## src/rtl/i2c_seg_pkg.sv

```systemverilog
package i2c_seg_pkg;

    typedef enum logic [2:0] {
        ST_IDLE   = 3'd0,
        ST_RUN    = 3'd1,
        ST_RELOAD = 3'd2,
        ST_HOLD   = 3'd3,
        ST_END    = 3'd4
    } seg_state_e;

    typedef enum logic [1:0] {
        MD_MTX = 2'b00,
        MD_MRX = 2'b01,
        MD_SLV = 2'b10,
        MD_SMB = 2'b11
    } seg_mode_e;

endpackage

```

## src/rtl/i2c_seg_cnt.sv

```systemverilog
module i2c_seg_cnt #(
    parameter int CNT_W = 8
) (
    input  logic             clk,
    input  logic             rst_n,
    input  logic             load,
    input  logic [CNT_W-1:0] load_val,
    input  logic             dec,
    output logic             at_one
);
    localparam logic [CNT_W-1:0] ONE = CNT_W'(1);

    logic [CNT_W-1:0] remain;

    always_ff @(posedge clk or negedge rst_n) begin
        if (!rst_n) begin
            remain <= '0;
        end else if (load) begin
            remain <= load_val;
        end else if (dec) begin
            remain <= remain - ONE;
        end
    end

    assign at_one = (remain == ONE);

    AST_DEC_ABOVE_ONE: assert property (@(posedge clk) disable iff (!rst_n)
        dec |-> (remain > ONE));
    AST_LOAD_NONZERO: assert property (@(posedge clk) disable iff (!rst_n)
        load |-> (load_val != '0));

endmodule

```

## src/rtl/i2c_seg_fsm.sv

```systemverilog
module i2c_seg_fsm
    import i2c_seg_pkg::*;
#(
    parameter int CNT_W = 8
) (
    input  logic             clk,
    input  logic             rst_n,
    input  logic [CNT_W-1:0] cfg_count,
    input  logic             cfg_reload_en,
    input  logic             cfg_autostop,
    input  seg_mode_e        cfg_mode,
    input  logic             cfg_pec_en,
    input  logic             seg_start,
    input  logic             byte_done,
    input  logic             reload_wr,
    input  logic             cmd_stop,
    input  logic             at_one,
    output seg_state_e       state,
    output logic             load,
    output logic             dec,
    output seg_mode_e        mode_q,
    output logic             pec_q,
    output logic             reload_q,
    output logic             err_q,
    output logic             restart_q
);
    seg_state_e nxt;
    logic       count_nz;
    logic       start_ok;
    logic       autostop_q;
    logic       latch_cfg;
    logic       latch_rl;
    logic       err_set;
    logic       rst_set;

    assign count_nz = (cfg_count != '0);
    assign start_ok = seg_start && (cfg_mode != MD_SLV);

    always_comb begin
        nxt       = state;
        load      = 1'b0;
        dec       = 1'b0;
        latch_cfg = 1'b0;
        latch_rl  = 1'b0;
        err_set   = 1'b0;
        rst_set   = 1'b0;
        unique case (state)
            ST_IDLE: begin
                if (start_ok) begin
                    if (count_nz) begin
                        load      = 1'b1;
                        latch_cfg = 1'b1;
                        nxt       = ST_RUN;
                    end else begin
                        err_set = 1'b1;
                    end
                end
            end
            ST_RUN: begin
                if (byte_done) begin
                    if (!at_one)              dec = 1'b1;
                    else if (reload_q)        nxt = ST_RELOAD;
                    else if (mode_q == MD_SMB) nxt = ST_END;
                    else if (autostop_q)      nxt = ST_END;
                    else                      nxt = ST_HOLD;
                end
            end
            ST_RELOAD: begin
                if (reload_wr) begin
                    if (count_nz) begin
                        load     = 1'b1;
                        latch_rl = 1'b1;
                        nxt      = ST_RUN;
                    end else begin
                        err_set = 1'b1;
                    end
                end
            end
            ST_HOLD: begin
                if (cmd_stop) begin
                    nxt = ST_END;
                end else if (start_ok) begin
                    if (count_nz) begin
                        load      = 1'b1;
                        latch_cfg = 1'b1;
                        rst_set   = 1'b1;
                        nxt       = ST_RUN;
                    end else begin
                        err_set = 1'b1;
                    end
                end
            end
            ST_END:  nxt = ST_IDLE;
            default: nxt = ST_IDLE;
        endcase
    end

    always_ff @(posedge clk or negedge rst_n) begin
        if (!rst_n) begin
            state      <= ST_IDLE;
            mode_q     <= MD_MTX;
            pec_q      <= 1'b0;
            reload_q   <= 1'b0;
            autostop_q <= 1'b0;
            err_q      <= 1'b0;
            restart_q  <= 1'b0;
        end else begin
            state     <= nxt;
            err_q     <= err_set;
            restart_q <= rst_set;
            if (latch_cfg) begin
                mode_q     <= cfg_mode;
                pec_q      <= cfg_pec_en;
                autostop_q <= cfg_autostop;
            end
            if (latch_cfg || latch_rl) begin
                reload_q <= cfg_reload_en;
            end
        end
    end

    AST_RELOAD_WAITS: assert property (@(posedge clk) disable iff (!rst_n)
        (state == ST_RELOAD && !reload_wr) |=> (state == ST_RELOAD));
    AST_HOLD_STAYS: assert property (@(posedge clk) disable iff (!rst_n)
        (state == ST_HOLD && !cmd_stop && !seg_start) |=> (state == ST_HOLD));
    AST_ERR_NO_MOVE: assert property (@(posedge clk) disable iff (!rst_n)
        err_q |-> (state == $past(state)));
    AST_END_ONE_CYCLE: assert property (@(posedge clk) disable iff (!rst_n)
        (state == ST_END) |=> (state == ST_IDLE));

endmodule

```

## src/rtl/i2c_seg_flags.sv

```systemverilog
module i2c_seg_flags
    import i2c_seg_pkg::*;
(
    input  seg_state_e state,
    input  logic       at_one,
    input  seg_mode_e  mode_q,
    input  logic       pec_q,
    input  logic       reload_q,
    output logic       last_byte,
    output logic       nack_next,
    output logic       ack_next,
    output logic       pec_byte,
    output logic       reload_req,
    output logic       xfer_done,
    output logic       stop_req
);
    logic master;

    assign master = (mode_q == MD_MTX) || (mode_q == MD_MRX);

    always_comb begin
        last_byte  = 1'b0;
        nack_next  = 1'b0;
        ack_next   = 1'b0;
        pec_byte   = 1'b0;
        reload_req = 1'b0;
        xfer_done  = 1'b0;
        stop_req   = 1'b0;
        unique case (state)
            ST_RUN: begin
                last_byte = at_one && !reload_q;
                nack_next = at_one && !reload_q && (mode_q == MD_MRX);
                pec_byte  = at_one && !reload_q && pec_q;
                ack_next  = (mode_q == MD_SMB);
            end
            ST_RELOAD: reload_req = 1'b1;
            ST_HOLD:   xfer_done  = 1'b1;
            ST_END: begin
                xfer_done = 1'b1;
                stop_req  = master;
            end
            default: ;
        endcase
    end

endmodule

```

## src/rtl/i2c_seg_counter.sv

```systemverilog
module i2c_seg_counter
    import i2c_seg_pkg::*;
#(
    parameter int CNT_W = 8
) (
    input  logic             clk,
    input  logic             rst_n,
    input  logic [CNT_W-1:0] cfg_count,
    input  logic             cfg_reload_en,
    input  logic             cfg_autostop,
    input  logic [1:0]       cfg_mode,
    input  logic             cfg_pec_en,
    input  logic             seg_start,
    input  logic             byte_done,
    input  logic             reload_wr,
    input  logic             cmd_stop,
    output logic             last_byte,
    output logic             nack_next,
    output logic             ack_next,
    output logic             pec_byte,
    output logic             reload_req,
    output logic             xfer_done,
    output logic             stop_req,
    output logic             restart_req,
    output logic             cfg_err
);
    seg_state_e state;
    seg_mode_e  mode_q;
    logic       load, dec, at_one, pec_q, reload_q;

    i2c_seg_fsm #(.CNT_W(CNT_W)) u_fsm (
        .clk          (clk),
        .rst_n        (rst_n),
        .cfg_count    (cfg_count),
        .cfg_reload_en(cfg_reload_en),
        .cfg_autostop (cfg_autostop),
        .cfg_mode     (seg_mode_e'(cfg_mode)),
        .cfg_pec_en   (cfg_pec_en),
        .seg_start    (seg_start),
        .byte_done    (byte_done),
        .reload_wr    (reload_wr),
        .cmd_stop     (cmd_stop),
        .at_one       (at_one),
        .state        (state),
        .load         (load),
        .dec          (dec),
        .mode_q       (mode_q),
        .pec_q        (pec_q),
        .reload_q     (reload_q),
        .err_q        (cfg_err),
        .restart_q    (restart_req)
    );

    i2c_seg_cnt #(.CNT_W(CNT_W)) u_cnt (
        .clk     (clk),
        .rst_n   (rst_n),
        .load    (load),
        .load_val(cfg_count),
        .dec     (dec),
        .at_one  (at_one)
    );

    i2c_seg_flags u_flags (
        .state     (state),
        .at_one    (at_one),
        .mode_q    (mode_q),
        .pec_q     (pec_q),
        .reload_q  (reload_q),
        .last_byte (last_byte),
        .nack_next (nack_next),
        .ack_next  (ack_next),
        .pec_byte  (pec_byte),
        .reload_req(reload_req),
        .xfer_done (xfer_done),
        .stop_req  (stop_req)
    );

    AST_STOP_THEN_IDLE: assert property (@(posedge clk) disable iff (!rst_n)
        stop_req |=> !xfer_done);
    AST_LAST_DROPS: assert property (@(posedge clk) disable iff (!rst_n)
        (last_byte && byte_done) |=> !last_byte);
    AST_RELOAD_HELD: assert property (@(posedge clk) disable iff (!rst_n)
        (reload_req && !reload_wr) |=> reload_req);
    AST_ONE_ENDING: assert property (@(posedge clk) disable iff (!rst_n)
        $onehot0({reload_req, xfer_done, last_byte}));

endmodule

```

## config.mk

```make
export PLATFORM = sky130hd
export DESIGN_NAME = i2c_seg_counter
export DESIGN_NICKNAME = d
export VERILOG_FILES = /design/src/rtl/i2c_seg_pkg.sv /design/src/rtl/i2c_seg_cnt.sv /design/src/rtl/i2c_seg_fsm.sv /design/src/rtl/i2c_seg_flags.sv /design/src/rtl/i2c_seg_counter.sv
export SDC_FILE = /design/constraint.sdc
export NUM_CORES = 1
export LEC_CHECK = 0
export BUFFER_PORTS_ARGS = -buffer_cell sky130_fd_sc_hd__clkbuf_2
export CAP_MARGIN = 20
export CORE_UTILIZATION = 56
export DETAILED_ROUTE_END_ITERATION = 10
export HOLD_SLACK_MARGIN = 0.03
export PLACE_DENSITY = 0.93
export SLEW_MARGIN = 15
export SYNTH_ARGS = -nofsm -noshare
export SYNTH_HDL_FRONTEND = slang
export SYNTH_SLANG_ARGS = --single-unit
```

## constraint.sdc

```tcl
create_clock -name clk -period 4.4 [get_ports clk]
set_input_delay 0.66 -clock clk [delete_from_list [all_inputs] [get_ports clk]]
set_output_delay 0.66 -clock clk [all_outputs]
set_load 0.03 [all_outputs]
```

==> out/metrics.yaml, run 1 <==
synth:
  synth.distinct_cells: 48
  synth_edf_count: 0
  avgSynthCellArea_um2: 9.718
  synth_ff_type: "dfrtp_1"
  async_reset_ff_frac: 1.000
  syn_inst: 120
  synth_area_um2: 1166
  synth_warnings: 0
  yosysSeqAreaShare: 0.3863
  synth_nets: 141
  synth_seq_cells: 18
global_route:
  grt_pass1_wl_um: 4133
  antenna_found_initial: 0
  grt_max_degree: 19
  track_usage: 0.2662
  grt_pass1_vias: 943
  overflow: 0
floorplanning:
  placementRows: 16
  core_um2: 1962
  die_y_um: 47.63
  start_util: 0.5944
  fp.dieW_um: 47.63
  io-pin-count: 28
  die_area_um2: 2269
clocking:
  cts_setup_buffers: 0
  cts_buffer_depth: 2
  clk_latency_ps: 290
  clkSinkCount: 18
  cts_hold_buf: 0
  htreeDepth: 1
  post_cts_resize_count: 0
  cts_buffers: 3
  tritoncts: "yes"
  root_buffer: "clkbuf_4"
  clk_pin_slew_worst_paths_ps: 100
final_layout:
  fin_area_um2: 1345
  mostFrequentLayoutCell: "clkbuf_2"
  final_cell_mix: "27 x clkbuf_2, 18 x dfrtp_1, 9 x a21oi_1"
  nFillCells: 168
  drive_gt1_frac: 0.2721
  post-route-util: 0.6856
  insertedDiodeCount: 0
  nets: 170
  multi_input_area_um2: 676.9
  area_delta_synth_final_pct: 15.34
  seq_area_um2: 450.4
placed_design:
  gp_congestion: 0.9203
  dpl_cell_area_um2: 1323
  dpl.hpwl_um: 2069
  io_buffers: 27
sta:
  setup_tns_ps: 0
  rsz0062_at_grt: "no"
  slew-limit-headroom: 0.6926
  fin_hold_ws_ps: 299.7
  setup_viol: 0
  fin_skew_ps: 3.931
  slew_viol_final: 0
  finalHoldViolCount: 0
  max_freq_ghz: 0.3570
  layout_min_cycle_time_ps: 2801
  worst-slew-pin-transition_ps: 460.2
  period_share: 0.6366
routing:
  vias: 1126
  final_antenna_net_count: 0
  wirelength_um: 2728
  vias_per_cell: 6.471
  firstDrtPassIters: 5
  wire_per_inst_um: 15.68
  drt-initial-drc-count: 60
  drc_errors: 0
job:
  max-cap-violations: 0
power_and_ir_drop:
  power_density_nw_per_um2: 645.4
  p_leak_uw: 0.0005806
  power.total_uw: 868.1
  ir_worst_vdd_mv: 0.4320
critical_path:
  start_kind: "flop"
  arrival_ps: 2140
  critPathCaptureType: "output pin"
  worstPathRequired_ps: 3740
  crit_fanout: 4
  critPathKind: "reg2out"
status:
  status: "finished, final reports clean"
hold_path:
  hold_class: "in2async"
## cell families (layout without fill, tap and decap cells)
family,Yosys count,count (layout),share of synthesized area
compound gates,35,35,0.2286
simple gates,50,50,0.2822
flops,18,18,0.3863
fa+ha+maj,2,2,0.02146
buf+inv,10,37,0.03326
mux,5,5,0.04828
## worst max-delay path, cell delays in order, from the launching register on
cell,delay [ps]
dfrtp_1,430
inv_1,90
ha_1,160
nor4b_1,350
nand2_1,160
nor3_1,280
and3b_1,190
clkbuf_2,200
## Yosys cell counts, types with 4 or more instances
| library cell | number | area [um2] |
|---|---|---|
| a21oi_1 | 9 | 45.04 |
| a221o_1 | 4 | 40.04 |
| dfrtp_1 | 18 | 450.4 |
| inv_1 | 7 | 26.28 |
| mux2_2 | 4 | 45.04 |
| nand2b_1 | 7 | 43.79 |
| nor2_1 | 6 | 22.52 |
| nor3_1 | 4 | 20.02 |
| o211ai_1 | 4 | 30.03 |
| o21ai_0 | 4 | 20.02 |
| or4_1 | 4 | 30.03 |
## through the flow
| step | cells | setup slack [ps] |
|---|---|---|
| finish | 174 | 1599 |
| global route | 174 | 1393 |
| CTS | 174 | 1600 |
| detailed placement | 171 | 1950 |
| global placement | 171 | 2009 |
| floorplan | 120 | 1501 |
## report_power, final
part,leakage [uW],switching (uW),internal (uW)
Clock,0.0000138,47.4,31.8
Sequential,0.000223,110,239
Combinational,0.000343,230,210
## sequential cells by signal (all words and copies together) (netlist names)
signal	count
u_cnt.remain	8
u_fsm.autostop_q	1
u_fsm.err_q	1
u_fsm.mode_q	2
u_fsm.pec_q	1
u_fsm.reload_q	1
u_fsm.restart_q	1
u_fsm.state	3
## final timing paths
check,cells after the start,slack [ps],endpoint,start
max reg2reg,4,2240,u_fsm.reload_q$_DFFE_PN0P_,u_fsm.state[1]$_DFFE_PN0P_
max in group asynchronous,1,3780,u_cnt.remain[3]$_DFFE_PN0P_,rst_n
max,7,1600,nack_next,u_cnt.remain[1]$_DFFE_PN0P_
min reg2reg,1,530,u_fsm.pec_q$_DFFE_PN0P_,u_fsm.pec_q$_DFFE_PN0P_
min in group clk,1,530,u_fsm.pec_q$_DFFE_PN0P_,u_fsm.pec_q$_DFFE_PN0P_
min,1,300,u_fsm.state[1]$_DFFE_PN0P_,rst_n
## cell type report
cell class                 instances  share of cell area
clock buffer                       3             0.01674
inverter                           7             0.01953
multi-input combinational         92              0.5033
sequential                        18              0.3349
tap                               27             0.02512
timing repair buffer              27              0.1005
## routing by layer
layer	vias up	global-route usage	share of wire
li1	526	-	-
met1	537	0.3068	0.40
met2	61	0.4877	0.53
met3	2	0.05660	0.065
met4	0	0.08889	0.0033
met5	-	0	0
No activity file was read; power rests on OpenSTA's default activity.
==> run 2, diff against run 1 <==
--- a/config.mk
+++ b/config.mk
@@ -5,12 +5,13 @@
 export SDC_FILE = /design/constraint.sdc
 export NUM_CORES = 1
 export LEC_CHECK = 0
+export ABC_AREA = 1
 export BUFFER_PORTS_ARGS = -buffer_cell sky130_fd_sc_hd__clkbuf_2
 export CAP_MARGIN = 20
-export CORE_UTILIZATION = 56
+export CORE_UTILIZATION = 53
 export DETAILED_ROUTE_END_ITERATION = 10
 export HOLD_SLACK_MARGIN = 0.03
-export PLACE_DENSITY = 0.93
+export PLACE_DENSITY = 0.88
 export SLEW_MARGIN = 15
 export SYNTH_ARGS = -nofsm -noshare
 export SYNTH_HDL_FRONTEND = slang
==> constraint.sdc (replaced) <==
create_clock -name clk -period 2.8 [get_ports clk]
set_input_delay 0.42 -clock clk [delete_from_list [all_inputs] [get_ports clk]]
set_output_delay 0.42 -clock clk [all_outputs]
set_load 0.03 [all_outputs]
==> out/metrics.yaml, run 2 <==
routing:
  drt-initial-drc-count: 28  # -53%
  vias: 1143  # +1.5%
  wire_per_inst_um: 10.67  # -32%
  drc_errors: 0  # unchanged
  wirelength_um: 2475  # -9.3%
  firstDrtPassIters: 4  # -1
  final_antenna_net_count: 0  # unchanged
  vias_per_cell: 4.927  # -24%
power_and_ir_drop:
  power_density_nw_per_um2: 954.3  # +48%
  ir_worst_vdd_mv: 0.4943  # +14%
  p_leak_uw: 0.0008149  # +40%
  power.total_uw: 1367  # +57%
sta:
  setup_tns_ps: 0  # unchanged
  setup_viol: 0  # unchanged
  slew_viol_final: 0  # unchanged
  worst-slew-pin-transition_ps: 439.8  # -20.30 ps
  period_share: 0.8017
  max_freq_ghz: 0.4455
  finalHoldViolCount: 0  # unchanged
  fin_skew_ps: 1.188  # -2.743 ps
  fin_hold_ws_ps: 41.60  # -258.1 ps
  rsz0062_at_grt: "no"
  slew-limit-headroom: 0.7068  # +0.01420
  layout_min_cycle_time_ps: 2245
global_route:
  track_usage: 0.2336  # -0.03268
  overflow: 0  # unchanged
  antenna_found_initial: 0  # unchanged
  grt_pass1_wl_um: 4457  # +7.8%
  grt_max_degree: 19  # unchanged
  grt_pass1_vias: 1051  # +11%
critical_path:
  worstPathRequired_ps: 2380  # -1360 ps
  rr_worst_depth: 8  # +4
  crit_fanout: 4  # unchanged
  critPathCaptureType: "output pin"
  start_kind: "flop"
  arrival_ps: 1820  # -320 ps
  critPathKind: "reg2out"
  reg2reg_to: "u_cnt.remain[0]$_DFFE_PN0P_"
  rr_startpoint: "u_fsm.state[0]$_DFFE_PN0P_"
  r2r_setup_slack_ps: 1320  # -920 ps
floorplanning:
  start_util: 0.5656  # -0.02878
  core_um2: 2212  # +13%
  io-pin-count: 28  # unchanged
  die_y_um: 50.59  # +6.2%
  placementRows: 17  # +1
  die_area_um2: 2559  # +13%
  fp.dieW_um: 50.59  # +6.2%
final_layout:
  fin_area_um2: 1433  # +6.5%
  largest_reg_flops: 8  # unchanged
  largest_register: "u_cnt.remain"
  mostFrequentLayoutCell: "nand2_1"
  drive_gt1_frac: 0.2206  # -0.05152
  nets: 227  # +34%
  final_cell_mix: "43 x nand2_1, 30 x inv_1, 27 x clkbuf_2"
  area_delta_synth_final_pct: 14.50
  insertedDiodeCount: 0  # unchanged
  reg.largest.list: "u_cnt.remain: 8 flops, u_fsm.state: 3 flops, u_fsm.mode_q: 2 flops"
synth:
  synth_area_um2: 1251  # +7.3%
  synth_common_cells: "43 x nand2_1, 30 x inv_1, 22 x nor2_1, 18 x dfrtp_1, 17 x nand3_1"
  synth_seq_cells: 18  # unchanged
  async_reset_ff_frac: 1.000  # unchanged
  synth_top_cell_area_share: 0.3600  # -0.02627
  synth_nets: 196  # +39%
  yosys.area.top_type: "dfrtp_1"
  synth.distinct_cells: 23  # -52%
  yosysMostFrequentCell: "nand2_1"
  avgSynthCellArea_um2: 7.150  # -26%
  synth_warnings: 0  # unchanged
  netlist_top_cells_area: "dfrtp_1 36%, nand2_1 13%, inv_1 9.0%"
  synth_ff_type: "dfrtp_1"
  synth_edf_count: 0  # unchanged
  syn_inst: 175  # +46%
  yosysSeqAreaShare: 0.3600  # -0.02627
placed_design:
  gp_congestion: 0.8817  # -4.2%
  dpl_cell_area_um2: 1410  # +6.6%
  io_buffers: 27  # unchanged
  dpl.hpwl_um: 1995  # -3.6%
clocking:
  clk_pin_slew_worst_paths_ps: 100  # about the same
  cts_buffer_depth: 2  # unchanged
  clkSinkCount: 18  # unchanged
  htreeDepth: 1  # unchanged
  root_buffer: "clkbuf_4"
  tritoncts: "yes"
  cts_buffers: 3  # unchanged
  post_cts_resize_count: 0  # unchanged
  cts_hold_buf: 0  # unchanged
  cts_setup_buffers: 0  # unchanged
  clk_latency_ps: 300  # about the same
hold_path:
  hold_class: "in2async"
job:
  max-cap-violations: 0  # unchanged
status:
  status: "finished, final reports clean"
-- run 2: cell types whose count changed after synthesis, moves of 4 or more --
cell / previous run / this run
xor2_1: 0 / 5
nor2_1: 6 / 22
nand4_1: 3 / 9
inv_1: 7 / 30
nand2_4: 0 / 5
mux2_2: 4 / 0
a21oi_1: 9 / 3
o211ai_1: 4 / 0
nand2_1: 3 / 43
a221o_1: 4 / 0
or4_1: 4 / 0
nand2b_1: 7 / 0
nand3_1: 1 / 17
-- run 2: worst max-delay path: stages, from the launching register on --
cell	delay (ps)
dfrtp_1	410
inv_1	80
ha_1	140
inv_1	40
nor2_1	90
nand2_1	130
inv_1	80
nand3_1	110
nor3b_1	210
clkbuf_2	230
-- run 2: power breakdown --
| group | switching (uW) | total [uW] | internal [uW] |
|---|---|---|---|
| Combinational | 508 | 786 | 279 |
| Sequential | 78.7 | 449 | 371 |
| Clock | 81.2 | 131 | 50.2 |
| Total | 668 | 1370 | 699 |
-- run 2: how the worst max path moves through the flow --
stage	from	to	slack [ps]	cells after the start
3_5_place_dp	u_cnt.remain[1]$_DFFE_PN0P_	nack_next	900	9
4_1_cts	u_cnt.remain[1]$_DFFE_PN0P_	nack_next	560	9
5_1_grt	u_cnt.remain[1]$_DFFE_PN0P_	nack_next	440	9
6_report	u_cnt.remain[1]$_DFFE_PN0P_	nack_next	560	9
3_3_place_gp	u_cnt.remain[1]$_DFFE_PN0P_	nack_next	950	9
2_1_floorplan	u_cnt.remain[1]$_DFFE_PN0P_	nack_next	660	8
-- run 2: layer usage --
| metal | routed length, um | GRT usage |
|---|---|---|
| met2 | 1117 | 0.3733 |
| met1 | 1230 | 0.3233 |
| met3 | 81 | 0.01818 |
| met4 | 46 | 0.09722 |
| met5 | 0 | 0 |
-- run 2: logic make-up (layout without fill, tap and decap cells) --
| family | count (synthesis) | count (layout) | synth area share |
|---|---|---|---|
| and+or+nand+nor | 105 | 105 | 0.4200 |
| AOI/OAI and AO/OA | 12 | 12 | 0.06000 |
| adders and majority gates | 2 | 2 | 0.02000 |
| xor gates and xnor gates | 5 | 5 | 0.03500 |
| buffers and inverters | 33 | 62 | 0.1050 |
| DFF | 18 | 18 | 0.3600 |
-- run 2: final cells by class --
| cell class | count | area [um2] |
|---|---|---|
| Tap cell | 28 | 35.03 |
| Clock buffer | 3 | 22.52 |
| Sequential cell | 18 | 450.4 |
| Fill cell | 217 | 779.5 |
| Multi-Input combinational cell | 124 | 669.4 |
| Inverter | 32 | 120.1 |
| Timing Repair Buffer | 27 | 135.1 |
-- run 2: per-stage QoR --
stage	util	cells	setup slack, ps
finish	0.6476	232	555.1
global route	0.6476	232	437.4
CTS	0.6476	232	555.5
detailed placement	0.6374	229	900.9
global placement	0.6374	229	949.8
floorplan	-	175	660.1
